$ cat src/rtl/sec_gate_pkg.sv
package sec_gate_pkg;

  localparam int OP_W   = 4;
  localparam int BYTE_W = 8;

  localparam logic [OP_W-1:0] OP_FLASH_WR   = 4'd0;
  localparam logic [OP_W-1:0] OP_FLASH_RD   = 4'd1;
  localparam logic [OP_W-1:0] OP_CFG_WR     = 4'd2;
  localparam logic [OP_W-1:0] OP_CFG_RD     = 4'd3;
  localparam logic [OP_W-1:0] OP_SEC_RAISE  = 4'd4;
  localparam logic [OP_W-1:0] OP_SEC_RD     = 4'd5;
  localparam logic [OP_W-1:0] OP_BLK_ERASE  = 4'd6;
  localparam logic [OP_W-1:0] OP_FULL_ERASE = 4'd7;
  localparam logic [OP_W-1:0] OP_BLANK_CHK  = 4'd8;
  localparam logic [OP_W-1:0] OP_ID_RD      = 4'd9;

  localparam logic [BYTE_W-1:0] SEC_OPEN   = 8'hFF;
  localparam logic [BYTE_W-1:0] SEC_WPROT  = 8'hFE;
  localparam logic [BYTE_W-1:0] SEC_RWPROT = 8'hFC;

  localparam logic [BYTE_W-1:0] REPLY_OK    = 8'h2E;
  localparam logic [BYTE_W-1:0] REPLY_WDENY = 8'h50;
  localparam logic [BYTE_W-1:0] REPLY_RDENY = 8'h4C;

  typedef enum logic [1:0] {
    LV_OPEN   = 2'd0,
    LV_WPROT  = 2'd1,
    LV_RWPROT = 2'd2,
    LV_BAD    = 2'd3
  } sec_lvl_e;

  // Strictness rank of a security byte; unknown bytes map to LV_BAD.
  function automatic sec_lvl_e sec_rank(input logic [BYTE_W-1:0] b);
    case (b)
      SEC_OPEN:   return LV_OPEN;
      SEC_WPROT:  return LV_WPROT;
      SEC_RWPROT: return LV_RWPROT;
      default:    return LV_BAD;
    endcase
  endfunction

  // A raise is legal when the target is a known protected level above the current one.
  function automatic logic raise_ok(input sec_lvl_e cur, input logic [BYTE_W-1:0] tgt);
    sec_lvl_e t;
    t = sec_rank(tgt);
    return ((t == LV_WPROT) || (t == LV_RWPROT)) && (t > cur);
  endfunction

  function automatic logic is_read_class(input logic [OP_W-1:0] op);
    return (op == OP_FLASH_RD) || (op == OP_CFG_RD);
  endfunction

endpackage

$ cat src/rtl/sec_policy.sv
module sec_policy
  import sec_gate_pkg::*;
(
  input  sec_lvl_e          lvl,
  input  logic [OP_W-1:0]   op,
  input  logic [BYTE_W-1:0] tgt,
  output logic              allow,
  output logic              raise_go,
  output logic [BYTE_W-1:0] reply
);

  logic raise_legal;
  assign raise_legal = raise_ok(lvl, tgt);

  always_comb begin
    allow = 1'b0;
    case (op)
      OP_FLASH_WR, OP_CFG_WR, OP_BLK_ERASE: allow = (lvl == LV_OPEN);
      OP_FLASH_RD, OP_CFG_RD:               allow = (lvl == LV_OPEN) || (lvl == LV_WPROT);
      OP_SEC_RAISE:                         allow = raise_legal;
      OP_SEC_RD, OP_FULL_ERASE,
      OP_BLANK_CHK, OP_ID_RD:               allow = 1'b1;
      default:                              allow = 1'b0;
    endcase
  end

  assign raise_go = (op == OP_SEC_RAISE) && raise_legal;

  always_comb begin
    if (allow)                   reply = REPLY_OK;
    else if (is_read_class(op))  reply = REPLY_RDENY;
    else                         reply = REPLY_WDENY;
  end

  always_comb begin
    assert_raise_strict_R4: assert (!raise_go || (sec_rank(tgt) > lvl));
  end

endmodule

$ cat src/rtl/sec_store.sv
module sec_store
  import sec_gate_pkg::*;
#(
  parameter logic [BYTE_W-1:0] SEC_POR = SEC_RWPROT
) (
  input  logic              clk,
  input  logic              rst_n,
  input  logic              wr_en,
  input  logic [BYTE_W-1:0] wr_val,
  input  logic              wipe,
  output logic [BYTE_W-1:0] sec_q,
  output logic              wiped_q
);

  sec_lvl_e cur_rank;
  assign cur_rank = sec_rank(sec_q);

  always_ff @(posedge clk or negedge rst_n) begin
    if (!rst_n) begin
      sec_q   <= SEC_POR;
      wiped_q <= 1'b0;
    end else begin
      wiped_q <= wipe;
      if (wipe)       sec_q <= SEC_OPEN;
      else if (wr_en) sec_q <= wr_val;
    end
  end

  assert_legal_level_R4: assert property (@(posedge clk) disable iff (!rst_n)
    cur_rank != LV_BAD);

  assert_monotonic_R4: assert property (@(posedge clk) disable iff (!rst_n)
    !wipe |=> cur_rank >= $past(cur_rank));

  assert_wipe_opens_R8: assert property (@(posedge clk) disable iff (!rst_n)
    wipe |=> (cur_rank == LV_OPEN) && wiped_q);

endmodule

$ cat src/rtl/sec_reply.sv
module sec_reply
  import sec_gate_pkg::*;
(
  input  logic              clk,
  input  logic              rst_n,
  input  logic              req_valid,
  input  logic              allow,
  input  logic [BYTE_W-1:0] reply,
  output logic              resp_valid,
  output logic              resp_permit,
  output logic [BYTE_W-1:0] resp_code
);

  always_ff @(posedge clk or negedge rst_n) begin
    if (!rst_n) begin
      resp_valid  <= 1'b0;
      resp_permit <= 1'b0;
      resp_code   <= '0;
    end else begin
      resp_valid  <= req_valid;
      resp_permit <= req_valid && allow;
      resp_code   <= req_valid ? reply : '0;
    end
  end

  assert_one_cycle_resp_R2: assert property (@(posedge clk) disable iff (!rst_n)
    !req_valid |=> !resp_valid);

  assert_permit_in_resp_R2: assert property (@(posedge clk) disable iff (!rst_n)
    resp_permit |-> resp_valid && (resp_code == REPLY_OK));

endmodule

$ cat src/rtl/sec_access_gate.sv
module sec_access_gate
  import sec_gate_pkg::*;
#(
  parameter logic [7:0] SEC_POR   = 8'hFC,
  parameter logic [7:0] STAT_INIT = 8'hFF,
  parameter logic [7:0] VEC_INIT  = 8'hF0
) (
  input  logic       clk,
  input  logic       rst_n,
  input  logic       req_valid,
  input  logic [3:0] req_op,
  input  logic [7:0] req_value,
  input  logic       erase_stb,
  output logic       resp_valid,
  output logic       resp_permit,
  output logic [7:0] resp_code,
  output logic [7:0] sec_byte,
  output logic       cfg_clear,
  output logic [7:0] stat_init,
  output logic [7:0] vec_init
);

  sec_lvl_e          lvl_now;
  logic              pol_allow;
  logic              pol_raise;
  logic [BYTE_W-1:0] pol_reply;
  logic              raise_commit;

  assign lvl_now      = sec_rank(sec_byte);
  assign raise_commit = req_valid && pol_raise;

  sec_policy u_policy (
    .lvl      (lvl_now),
    .op       (req_op),
    .tgt      (req_value),
    .allow    (pol_allow),
    .raise_go (pol_raise),
    .reply    (pol_reply)
  );

  sec_store #(.SEC_POR(SEC_POR)) u_store (
    .clk     (clk),
    .rst_n   (rst_n),
    .wr_en   (raise_commit),
    .wr_val  (req_value),
    .wipe    (erase_stb),
    .sec_q   (sec_byte),
    .wiped_q (cfg_clear)
  );

  sec_reply u_reply (
    .clk         (clk),
    .rst_n       (rst_n),
    .req_valid   (req_valid),
    .allow       (pol_allow),
    .reply       (pol_reply),
    .resp_valid  (resp_valid),
    .resp_permit (resp_permit),
    .resp_code   (resp_code)
  );

  assign stat_init = cfg_clear ? STAT_INIT : 8'h00;
  assign vec_init  = cfg_clear ? VEC_INIT  : 8'h00;

  assert_rd_lock_R6: assert property (@(posedge clk) disable iff (!rst_n)
    (req_valid && (req_op == OP_FLASH_RD) && (lvl_now == LV_RWPROT))
      |=> resp_valid && !resp_permit && (resp_code == REPLY_RDENY));

  assert_always_open_ops_R7: assert property (@(posedge clk) disable iff (!rst_n)
    (req_valid && ((req_op == OP_FULL_ERASE) || (req_op == OP_BLANK_CHK) || (req_op == OP_ID_RD)))
      |=> resp_permit);

  assert_wprot_write_deny_R5: assert property (@(posedge clk) disable iff (!rst_n)
    (req_valid && (req_op == OP_FLASH_WR) && (lvl_now == LV_WPROT))
      |=> !resp_permit && (resp_code == REPLY_WDENY));

  assert_erase_beats_raise_R9: assert property (@(posedge clk) disable iff (!rst_n)
    (erase_stb && raise_commit) |=> sec_byte == SEC_OPEN);

  assert_undef_op_R10: assert property (@(posedge clk) disable iff (!rst_n)
    (req_valid && (req_op > OP_ID_RD)) |=> !resp_permit && (resp_code == REPLY_WDENY));

endmodule

$ cat config.mk
export PLATFORM = sky130hd
export DESIGN_NAME = sec_access_gate
export DESIGN_NICKNAME = d
export VERILOG_FILES = /design/src/rtl/sec_gate_pkg.sv /design/src/rtl/sec_policy.sv /design/src/rtl/sec_store.sv /design/src/rtl/sec_reply.sv /design/src/rtl/sec_access_gate.sv
export SDC_FILE = /design/constraint.sdc
export NUM_CORES = 1
export LEC_CHECK = 0
export ABC_CLOCK_PERIOD_IN_PS = 2500
export BUFFER_PORTS_ARGS = -buffer_cell sky130_fd_sc_hd__buf_4
export CORE_ASPECT_RATIO = 1.2
export CORE_MARGIN = 2
export CORE_UTILIZATION = 35
export CTS_CLUSTER_SIZE = 20
export DETAILED_ROUTE_END_ITERATION = 10
export REMOVE_ABC_BUFFERS = 1
export SLEW_MARGIN = 0
export SYNTH_ARGS = -nofsm -noshare
export SYNTH_HDL_FRONTEND = slang
export SYNTH_SLANG_ARGS = --single-unit
$ cat constraint.sdc
create_clock -name clk -period 2.5 [get_ports clk]
set_input_delay 0.375 -clock clk [delete_from_list [all_inputs] [get_ports clk]]
set_output_delay 0.375 -clock clk [all_outputs]
set_load 0.03 [all_outputs]
# Word-level counts from Yosys, hierarchy flattened

Index checks and enable logic that the tools add are counted.

Register bits after elaboration: 19
Input port bits: 16

Order comparisons: 1
Eq/ne operators: 18
Muxes and demuxes: 10
Reduce and logical (&&, ||, !) cells: 13

Operator list:

| cell               | count |
|---|---|
| $eq 8x8->1 const B | 6 |
| $mux 8             | 6 |
| $eq 4x3->1 const B | 4 |
| $pmux 2 s3         | 2 |
| $eq 4x2->1 const B | 2 |
| $eq 4x4->1 const B | 2 |
| $mux 5             | 1 |
| $eq 2x1->1 const B | 2 |
| $eq 4x1->1 const B | 1 |
| $logic_and 1x1->1  | 4 |
| $logic_not 4->1    | 1 |
| $pmux 1 s4         | 1 |
| $reduce_or 4->1    | 1 |
| $logic_or 1x1->1   | 3 |
| $reduce_or 3->1    | 1 |
| $eq 2x2->1 const B | 1 |
| $gt 2x2->1         | 1 |
| $logic_not 2->1    | 1 |
| $reduce_bool 2->1  | 1 |
| $reduce_or 2->1    | 1 |

# Depth between registers and ports, before layout

Word-level depth: 9
Depth in mapped cells: 12
Gate-level depth less buffers: 11

# Modules after synthesis

From an unflattened synthesis, not the netlist that was laid out.

Cell total of the unflattened synthesis: 108
Area total of the unflattened synthesis: 1094.8 um^2

By module, submodules not included:

| module          | instances | cells each | area each (um^2) |
|---|---|---|---|
| sec_store       | 1         | 27         | 375.4 |
| sec_reply       | 1         | 19         | 306.5 |
| sec_policy      | 1         | 40         | 252.7 |
| sec_access_gate | 1         | 22         | 160.2 |

# Least setup slack after synthesis

Ideal clock, no wire load.

Path type: input to register
Start point: in req_value[3]
End point: reg u_store.sec_q[0]
Setup time: 0.124 ns
Arrival: 2.325 ns
Required time: 2.376 ns
Path slack: 0.051 ns
Stages: 11
Buffers on the path: 0
Cell sequence: nand2_1 nor4_1 nand2_1 ha_1 nor2_1 o2bb2ai_1 ha_1 nor2b_1 o2111ai_4 nor2_1 a211o_1

Cells in the longest elaborated chain, start to end: 8
Elaborated cells between the ends (all ways): 12
Classes of those cells: order compare (1); eq/ne (5); mux (1); reduce/logical (5)

Ends and longest elaborated chain:

| what                                            | line                  | source |
|---|---|---|
| start, declared                                 | sec_access_gate.sv:12 | `input logic [7:0] req_value,` |
| $eq 8x8->1                                      | sec_gate_pkg.sv:34    | `case (b)` |
| $pmux 2 s3 (*)                                  | sec_gate_pkg.sv:34    |  |
| $eq 2x1->1 / $eq 2x2->1 (equally long branches) | sec_gate_pkg.sv:46    | `return ((t == LV_WPROT) \|\| (t == LV_RWPROT)) && (t > cur);` |
| $logic_or 1x1->1                                | sec_gate_pkg.sv:46    |  |
| $logic_and 1x1->1 (*)                           | sec_gate_pkg.sv:46    |  |
| $logic_and 1x1->1 (*)                           | sec_policy.sv:27      | `assign raise_go = (op == OP_SEC_RAISE) && raise_legal;` |
| $logic_and 1x1->1 (*)                           | sec_access_gate.sv:30 | `assign raise_commit = req_valid && pol_raise;` |
| $reduce_bool 2->1 (no source line) (*)          | --                    |  |
| end signal, assigned                            | sec_store.sv:25       | `else if (wr_en) sec_q <= wr_val;` |
| end, declared                                   | sec_store.sv:11       | `output logic [BYTE_W-1:0] sec_q,` |

Mark *: on every way between the ends. The rest lies on a longest branch, timed or not.
A chain may end at the register's enable or synchronous reset.

# Worst setup path after layout

Ends and elaborated chain as after synthesis.

==> results.txt <==
The wire length of the first global-routing pass came out at 3.16 mm. The number of buffers created by CTS is 3. The critical path goes through buf_4 -> nand2_1 -> nor4_1 -> buf_4 -> nand2_1 -> ha_1 -> nor2_1 -> o2bb2ai_1 -> ha_1 -> nor2b_2 -> o2111ai_4 -> nor2_1 -> a211o_1. The final core utilization is 49.6%. The largest net degree at the start of global routing came out at 17. For the final routed database, the setup TNS stands at 0 ps.

The leading register cell type out of synthesis is dfrtp_1. The site row count came out at 20. The highest net fanout along the worst path came out at 5. The leakage power total came out at 0.602 nW.

Cells with a size suffix above 1 make up 47.5% of the layout. The number of antenna violations at the first check in global routing is 0. The flow ran to the end, and the final reports show no timing, DRC or antenna violations. The routed design could run at a clock period as short as 2330 ps. Across the VDD grid, the largest voltage drop is 0.000412 V. The routed wire length is 2.01 mm. Once detail routing completed, the nets flagged for antenna violations numbered 0. In this run, synthesis inferred 0 flip-flops with an integrated enable. Of the total power, the share spent switching nets is 31.3%. Before antenna repair, the detailed router went through 3 iterations. The port buffer count came out at 44. The number of standard cells after synthesis is 104.

The starting density of the core is 37.3%. The maximum buffer depth of the clock tree came out at 2. The growth of design area from synthesis to finish is 33.0%. The die boundary height is 61.1 µm.

The internal cell power came out at 375 µW. The total power divided by cell area came out at 431 mW/mm². The highest cell delay on the worst timing path is 300 ps.

In this run the power spent charging and discharging nets is 171 µW. The number of vias per cell after detailed routing came out at 4.75. The peak clock frequency supported by timing is 429 MHz. Clock skew on the completed layout was measured at 11.1 ps. Setup violations remaining at the end of the flow were counted as 0. The floorplan step defined a core boundary enclosing 0.00255 mm². The worst setup path is captured at a flop.

Hold timing on the final database bottoms out at a slack of 245 ps. The combinational cell fraction of total power came out at 26.1%. The flop and latch count out of synthesis came out at 14.

In this run, flip-flops and latches consume 43.7% of the power. The cell area after synthesis came out at 952 µm². The total I/O pin count is 51. The via count of the first global-routing pass came out at 732.

The total number of H-tree levels is 1. The congestion estimate from routability-driven global placement came to 0.759. The share of async-settable or async-resettable flops after synthesis came out at 100%. At the later pin of the worst-skew pair, clock insertion delay measures 280 ps. The total global routing overflow is 0. The number of failing hold endpoints at the final stage came out at 0.

The mean area per synthesized cell came out at 9.16 µm². The clock-pin slew on the worst setup and hold paths is 80 ps. The die extent in x is 51.6 µm.

The worst endpoint required time is 2660 ps. The average routed wire per standard cell came out at 11.6 µm. The final critical path takes up 93.2% of the cycle. On the critical path, the stage with the largest delay is an instance of ha_1. The sequential area share after synthesis came out at 37.6%. The post-route DRC violation count is 0. The total routing usage reported by global routing is 13.7%. The distinct cell type count after synthesis came out at 33. The final HPWL from detailed placement is 1.64 mm. The part of the total power dissipated in the clock network is 30.1%. The total inserted antenna cells came out at 0. Setup repair after global routing could not meet its margin everywhere.

The post-layout net count came out at 161. The type of the most critical hold path is input port to flop. CTS placed an instance of clkbuf_4 at the clock tree root. The count of clock tree sinks came out at 14. During synthesis, Yosys emitted a total of 0 warnings. By startpoint and endpoint, the worst setup path is classified as input port to flop. Across all layers, the routed design uses 827 vias.

The area of the die is 0.00316 mm². STA puts the critical path data arrival time at 2490 ps. The nature of the critical path startpoint is an input port. TritonCTS built the clock tree.

The number of max-slew violations in the final report is 0. The number of violations reported at the end of detailed-routing iteration 0 is 8. The max-cap check violation count is 0.
==> worst max-delay path, delay by kind of cell <==
kind / cells / cell delay [ps]
and+or+nand+nor: 6 / 740
buffers and inverters: 2 / 250
adders and majority gates: 2 / 520
AOI/OAI and AO/OA: 3 / 610
==> metal layers <==
metal / routed length [µm] / part of all wire (%) / GRT usage [%] / vias to the layer above
met1: 828 / 41 / 15.4 / 382
met3: 211 / 10 / 6.31 / 0
met4: 0 / 0 / 1.13 / 0
li1: - / - / - / 406
met2: 971 / 48 / 24.7 / 39
met5: 0 / 0 / 0 / -
==> Yosys cell counts (2+ instances only) <==
cell	n	share of area (%)
ha_1	3	3.9
dfstp_2	6	17
inv_1	2	0.79
nor3_2	3	3.2
buf_4	21	17
a21oi_1	10	5.3
nand2b_1	2	1.3
dfrtp_1	8	21
nand3_1	2	1.1
nand2_1	9	3.5
nor2_1	12	4.7
nor3_1	5	2.6
==> per-stage QoR <==
step	setup WS [ps]	cell area [µm²]	total power [mW]	cells
global placement	-107	1210	0.384	169
CTS	137	1260	0.549	174
global route	-1.48	1270	0.572	174
detailed placement	-159	1210	0.385	169
finish	169	1270	0.546	174
floorplan	-485	797	0.312	86
==> power groups by stage <==
stage	Sequential [mW]	Clock, mW	Combinational [mW]
after floorplan	0.284	0	0.0282
after global placement	0.242	0	0.142
after detailed placement	0.242	0	0.142
after CTS	0.239	0.166	0.144
after global routing	0.240	0.180	0.152
final	0.239	0.164	0.143
==> cell usage in the layout (no fill, tap or decap), types with 3 or more instances in the layout <==
cell and count:
nor2_1 12, clkbuf_4 3, a21oi_1 10, nor3_1 5, nor3_2 3, buf_4 49, conb_1 6, dfstp_2 6
ha_1 3, dfrtp_1 8, nand2_1 9
==> state kept, by name, summed over array words and instances (netlist names) <==
| register | count |
|---|---|
| u_store.sec_q | 8 |
| u_reply.resp_code | 3 |
| u_reply.resp_permit | 1 |
| u_reply.resp_valid | 1 |
| u_store.wiped_q | 1 |
==> final cells by class <==
cell class	instances	area (µm²)
inverter	2	7.51
clock buffer	4	36.3
fill	262	1290
tap	33	41.3
multi-input combinational	70	434
sequential	14	358
timing repair buffer	51	389
==> logic make-up (layout without fill, tap and decap cells) <==
logic type	after synthesis	count (layout)	share of synthesized area (%)
XOR/XNOR	1	1	0.920
adder cells (fa/ha/maj)	3	3	3.94
AND/OR/NAND/NOR	39	39	21.7
AO/OA/AOI/OAI	21	21	16.4
other	1	6	0.394
buffers and inverters	25	57	19.1
flip-flops	14	14	37.6
==> what timing repair did <==
action | 4_1_cts | 5_1_grt
endpoints found under the setup margin | 0 | 4
buffers inserted | 0 | 0
gates resized for setup | 0 | 2
endpoints found under the hold margin | 8 | 0
hold buffers | 1 | 0
==> final timing paths <==
kind	cells past startpoint	slack, ps	end	from
hold / removal	1	250	u_reply.resp_valid	req_valid
setup / recovery	13	170	u_store.sec_q[0]	req_value[3]
setup reg to reg	7	500	u_store.sec_q[0]	u_store.sec_q[3]
max in group asynchronous	2	1790	u_store.sec_q[4]	rst_n
hold reg to reg	2	530	u_store.sec_q[5]	u_store.sec_q[5]
min in group asynchronous	2	470	u_store.sec_q[1]	rst_n
(Power assumes the default switching activity.)
